File: config.mk
export PLATFORM = sky130hd
export DESIGN_NAME = tx_eom_ctrl
export DESIGN_NICKNAME = d
export VERILOG_FILES = /design/src/rtl/tx_eom_ctrl.sv
export SDC_FILE = /design/constraint.sdc
export NUM_CORES = 1
export LEC_CHECK = 0
export ABC_AREA = 1
export BUFFER_PORTS_ARGS = -buffer_cell sky130_fd_sc_hd__buf_2
export CAP_MARGIN = 20
export CORE_MARGIN = 4
export CORE_UTILIZATION = 57
export CTS_CLUSTER_SIZE = 12
export DETAILED_ROUTE_END_ITERATION = 16
export GPL_TIMING_DRIVEN = 0
export PLACE_DENSITY_LB_ADDON = 0.2
export SYNTH_ARGS = -nofsm -noshare
export SYNTH_HDL_FRONTEND = slang
export SYNTH_SLANG_ARGS = --single-unit
File: constraint.sdc
create_clock -name clk -period 1.3 [get_ports clk]
set_input_delay 0.13 -clock clk [delete_from_list [all_inputs] [get_ports clk]]
set_output_delay 0.13 -clock clk [all_outputs]
set_load 0.03 [all_outputs]
File: src/rtl/tx_eom_ctrl.sv
module tx_eom_ctrl #(
  parameter int CRC_W = 16,
  parameter logic [CRC_W-1:0] CRC_POLY = 16'h1021,
  parameter logic [CRC_W-1:0] CRC_INIT = '1
) (
  input  logic clk,
  input  logic rst_n,
  input  logic cmd_valid,
  input  logic [1:0] cmd_code,
  input  logic ext_clr,
  input  logic tx_en,
  input  logic data_valid,
  input  logic data_bit,
  input  logic underrun,
  input  logic sdlc_mode,
  input  logic abort_on_urun,
  output logic eom_latch,
  output logic crc_valid,
  output logic crc_bit,
  output logic abort_req,
  output logic flag_req,
  output logic xs_irq,
  output logic xs_pending
);
  localparam int CW = $clog2(CRC_W);
  localparam logic [CW-1:0] LAST = CW'(CRC_W - 1);

  typedef enum logic [1:0] {IDLE, SEND, ABORT, FLAG} st_t;

  st_t st_q;
  logic [CRC_W-1:0] crc_q, sh_q;
  logic [CW-1:0] cnt_q;
  logic latch_q, irq_q, pend_q;

  wire cmd_crc   = cmd_valid && (cmd_code == 2'b10);
  wire cmd_eom   = cmd_valid && (cmd_code == 2'b11);
  wire go        = underrun && tx_en && !latch_q && (st_q == IDLE);
  wire use_abort = sdlc_mode && abort_on_urun;
  wire xs_trig   = cmd_eom && !tx_en && (!pend_q || ext_clr);
  wire fb        = crc_q[CRC_W-1] ^ data_bit;
  wire [CRC_W-1:0] crc_nx = {crc_q[CRC_W-2:0], 1'b0} ^ (fb ? CRC_POLY : '0);

  always_ff @(posedge clk) begin
    if (cmd_crc) crc_q <= CRC_INIT;
    else if (data_valid) crc_q <= crc_nx;
  end

  always_ff @(posedge clk) begin
    if (!rst_n) latch_q <= 1'b1;
    else if (go) latch_q <= 1'b1;
    else if (cmd_eom && tx_en) latch_q <= 1'b0;
  end

  always_ff @(posedge clk) begin
    if (!rst_n) begin
      st_q  <= IDLE;
      cnt_q <= '0;
      sh_q  <= '0;
    end else begin
      case (st_q)
        IDLE: if (go) begin
          st_q  <= use_abort ? ABORT : SEND;
          sh_q  <= crc_q;
          cnt_q <= '0;
        end
        SEND: begin
          sh_q  <= {sh_q[CRC_W-2:0], 1'b0};
          cnt_q <= cnt_q + 1'b1;
          if (cnt_q == LAST) st_q <= IDLE;
        end
        ABORT: st_q <= FLAG;
        default: st_q <= IDLE;
      endcase
    end
  end

  always_ff @(posedge clk) begin
    if (!rst_n) begin
      irq_q  <= 1'b0;
      pend_q <= 1'b0;
    end else begin
      irq_q <= xs_trig;
      if (xs_trig) pend_q <= 1'b1;
      else if (ext_clr) pend_q <= 1'b0;
    end
  end

  assign eom_latch  = latch_q;
  assign crc_valid  = (st_q == SEND);
  assign crc_bit    = (st_q == SEND) && sh_q[CRC_W-1];
  assign abort_req  = (st_q == ABORT);
  assign flag_req   = (st_q == FLAG);
  assign xs_irq     = irq_q;
  assign xs_pending = pend_q;
endmodule


* After elaboration in Yosys (flattened, before gate mapping)
Index checks and enable logic that the tools add are counted.
** Cells by class
- Add/sub/neg operators :: 1
- Eq/ne operators :: 8
- Bitwise gates (word level) :: 3
- Multiplexer cells :: 11
- Reduce and logical (&&, ||, !) cells :: 20
** Operators by type and width (count)
- 16-bit case mux with 2 select lines :: 1
- 16-bit two-way mux :: 1
- 16-bit by 13-bit XOR with 16-bit output :: 1
- 13-bit two-way mux :: 1
- 1-bit logical AND :: 10
- 2-bit equality test (second input constant) :: 4
- 4-bit case mux with 2 select lines :: 1
- 2-bit two-way mux :: 3
- 2-bit case mux with 3 select lines :: 1
- 4-bit by 1-bit adder with 4-bit output (second input constant) :: 1
- 4-bit equality test (second input constant) :: 1
- 4-bit two-way mux :: 1
- 2-bit AND reduction :: 2
- 2-bit nonzero test :: 2
- 1-bit logical NOT :: 3
- 2-bit by 1-bit equality test with 1-bit output (second input constant) :: 1
- 2-bit logical NOT :: 1
- 1-bit two-way mux :: 2
- 2-bit by 1-bit != test with 1-bit output (second input constant) :: 1
- 2-bit != test (second input constant) :: 1
- 2-bit OR reduction :: 1
- 1-bit logical OR :: 1
- 1-bit NOT :: 1
- 1-bit XOR :: 1
** Word-level totals
- Word-level logic and storage cells :: 50
- Bits in registers :: 41

* Logic depth before layout (Yosys ltp)
- Word-level depth :: 5
- Gate-level depth with buffers :: 8
- Mapped depth without buffers :: 7

* Worst setup path after synthesis
No wires, ideal clock.
- Path kind :: register -> output
- Start :: register st_q[0]
- End :: output port crc_bit
- Data arrival time :: 1.071 ns
- Buffers on the path :: 1
- Data required time :: 1.170 ns
- Cell stages (with the launch flop) :: 4
- Setup slack :: 0.099 ns
- Path through :: dfxtp_1 -> nand2_4 -> buf_6 -> nor2_1
** On the way
- Word-level cells in the longest chain between the ends :: 2
** Ends and longest elaborated chain
- from (decl) :: line 30 : st_t st_q;
- from (signal assigned) :: line 62 : st_q <= use_abort ? ABORT : SEND;
- 2-bit by 1-bit equality test with 1-bit output :: line 90 : assign crc_bit = (st_q == SEND) && sh_q[CRC_W-1];
- 1-bit logical AND :: line 90
- to (decl) :: line 19 : output logic crc_bit,
No other way between the ends.

* Worst setup path in the final report
- Start :: register st_q[1]
- End :: output port crc_bit
The elaborated chain is that of the path after synthesis.

==> impl_metrics.csv <==
group,metric,value,unit
yosys,yosys_warnings,0,
yosys,seq_area_frac_synth,43.7,%
yosys,synthesis.instances,279,
clocking,cts_num_sinks,41,
layout,final_layout_size_suffix_gt1_share,16.2,%
worst_setup_path,crit_slowest_cell,"dfxtp_2",
pwr,power,0.00294,W
sta,setup_viol,0,
clocking,hold_buffers,0,
pwr,powerDensity,1370,nW/µm²
clocking,clock_latency,0.35,ns
floorplanning,fp.dieArea,4270,µm²
pwr,p_leak,1.13,nW
drt,routed_wl,3770,µm
clocking,cts_root_buf,"clkbuf_4",
sta,relSlewSlack,71.7,%
global_routing,grt_use_total,20.1,%
worst_setup_path,crit_path_cell_trace,"inv_2, nand2_4, buf_8, nor2_4, buf_6",
floorplanning,num_rows,20,
yosys,synth_fp_nets,292,
sta,finalCritPeriodShare,99.4,%
floorplanning,pin_count,19,
drt,route.detailed.drc,0,
clocking,path_clk_slew,0.11,ns
drt,firstDrtPassIters,6,
drt,ant_nets,0,
drt,vias_per_cell,4.93,
pwr,vdd_ir_drop_max,0.805,mV
floorplanning,core_area,3100,µm²
worst_setup_path,cp-end-kind,"output port",
global_routing,grt_pass1_wl,6580,µm
sta,tightest_slew,0.425,ns
status,status,"complete, no violations",
flow_run,max_cap_violations,0,
global_routing,grt_start_max_net_pins,13,
layout,finalInstanceArea,2150,µm²
worst_setup_path,arrival,1.16,ns
placement,dpl_cell_area,2010,µm²
clocking,cts_buffer_depth,2,
sta,hold_viol,0,
drt,vias,1734,
yosys,synth.distinct_cells,21,
floorplanning,die_h,65.4,µm
layout,layout_common_cells,"nand2_1, dfxtp_1, nor2_1",
drt,post_drt_wl_per_cell,10.7,µm
placement,io_buffers,16,
floorplanning,die_w,65.4,µm
floorplanning,initial_core_util,60.5,%
global_routing,grt_overflow,0,
layout,final_util,69.2,%
sta,period_needed,1.29,ns
sta,slew_violations,0,
worst_setup_path,required,1.17,ns
hold_path,hp-class,"input port to flip-flop",
worst_setup_path,crit_path_start_kind,"flip-flop",
yosys,syn_area,1880,µm²
sta,tns,0,ns
placement,gp_congestion,0.762,
global_routing,grt_pass1_vias,1534,
layout,area_growth,14.4,%
drt,drt_iter0_drc,124,
clocking,htreeDepth,2,
worst_setup_path,path_max_fanout,5,
worst_setup_path,slowest_delay,0.34,ns
layout,layout_commonest_cell,"nand2_1",
sta,skew,0.00535,ns
sta,rsz0062_at_grt,"yes",
worst_setup_path,crit_type,"flip-flop to output port",
clocking,cts_tree,"done",
layout,antenna_cells,0,
placement,hpwl,2640,µm
clocking,cts_buffers,5,
sta,max_freq,774,MHz
layout,final_nets,320,
yosys,syn_avg_cell_area,6.73,µm²
yosys,ys_ff_latch,41,
global_routing,antenna_found_initial,0,
-- critical path: cells and delay by family, from the launching register on --
| family | cells | cell delay (ns) |
|---|---|---|
| and+or+nand+nor | 2 | 0.14 |
| DFF | 1 | 0.34 |
| buffers and inverters | 3 | 0.33 |
-- flip-flops by register name, summed over array words and instances, names as in the netlist --
register	count
st_q	2
xs_irq	1
cnt_q	4
crc_q	16
xs_pending	1
eom_latch	1
sh_q	16
-- synth_stat cells --
master    count  share of area, %
nand2_2       1              0.33
or2_2         1              0.33
o21ai_1      15               4.0
nor3_1        1              0.27
dfxtp_1      41                44
nor2_1       36               7.2
ha_1          1              0.67
xor2_1        1              0.47
o21ai_0       5               1.3
nand3_1      26               6.9
nand2_4       2               1.2
buf_4         2              0.80
clkbuf_1      1              0.20
buf_2         4               1.1
o211ai_1      2              0.80
nand2_1      95                19
buf_6         5               3.0
a21oi_1       8               2.1
inv_1        29               5.8
nand4_1       1              0.33
inv_2         2              0.40
-- metrics by stage --
stage / cells / setup WS (ns) / hold slack [ns]
floorplan: 279 / 0.0990 / 0.290
global placement: 339 / 0.160 / 0.403
detailed placement: 339 / 0.163 / 0.411
CTS: 351 / -0.0336 / 0.0129
global route: 352 / -0.0518 / 0.0611
finish: 352 / 0.00773 / 0.0294
-- timing repair --
action | 4_1_cts | 5_1_grt
setup endpoints to repair | 2 | 2
buffers inserted | 4 | 1
resized for setup | 10 | 1
pin swaps | 1 | 1
-- final cells by class --
type	count	area, µm²
Fill cell	287	956
Clock inverter	1	5.00
Multi-Input combinational cell	195	852
Buffer	12	98.8
Clock buffer	7	65.1
Tap cell	44	55.1
Inverter	31	116
Sequential cell	41	826
Timing Repair Buffer	21	129
-- cells by family (layout without fill, tap and decap cells) --
family                     Yosys count  in the layout  share of synthesized area, %
AOI/OAI and AO/OA                   30             30                          8.27
DFF                                 41             41                          43.7
and+or+nand+nor                    163            163                          35.6
xor gates and xnor gates             1              1                         0.467
adders and majority gates            1              1                         0.667
buffers and inverters               43             72                          11.3
-- routing by layer --
metal  GRT usage, %  part of all wire, %  vias up
met2           33.2                   45       35
met1           24.4                   47      771
met3           5.81                  5.9        6
met5              0                    0        -
li1               -                    -      922
met4           8.55                  1.6        0
-- path summary, 6_finish.rpt --
path / start / endpoint / slack, ns / cells after the start
worst max-delay path: st_q[1] / crc_bit / 0.008 / 5
worst min-delay path: ext_clr / xs_pending / 0.03 / 4
worst max register to register: eom_latch / sh_q[10] / 0.14 / 7
worst min register to register: crc_q[1] / crc_q[2] / 0.49 / 2
-- report_power, final --
| part | total [W] | switching [W] | internal [W] |
|---|---|---|---|
| logic | 0.000700 | 0.000414 | 0.000286 |
| clock network | 0.000716 | 0.000403 | 0.000314 |
| registers | 0.00153 | 0.000100 | 0.00143 |
No activity file was read; power rests on OpenSTA's default activity.
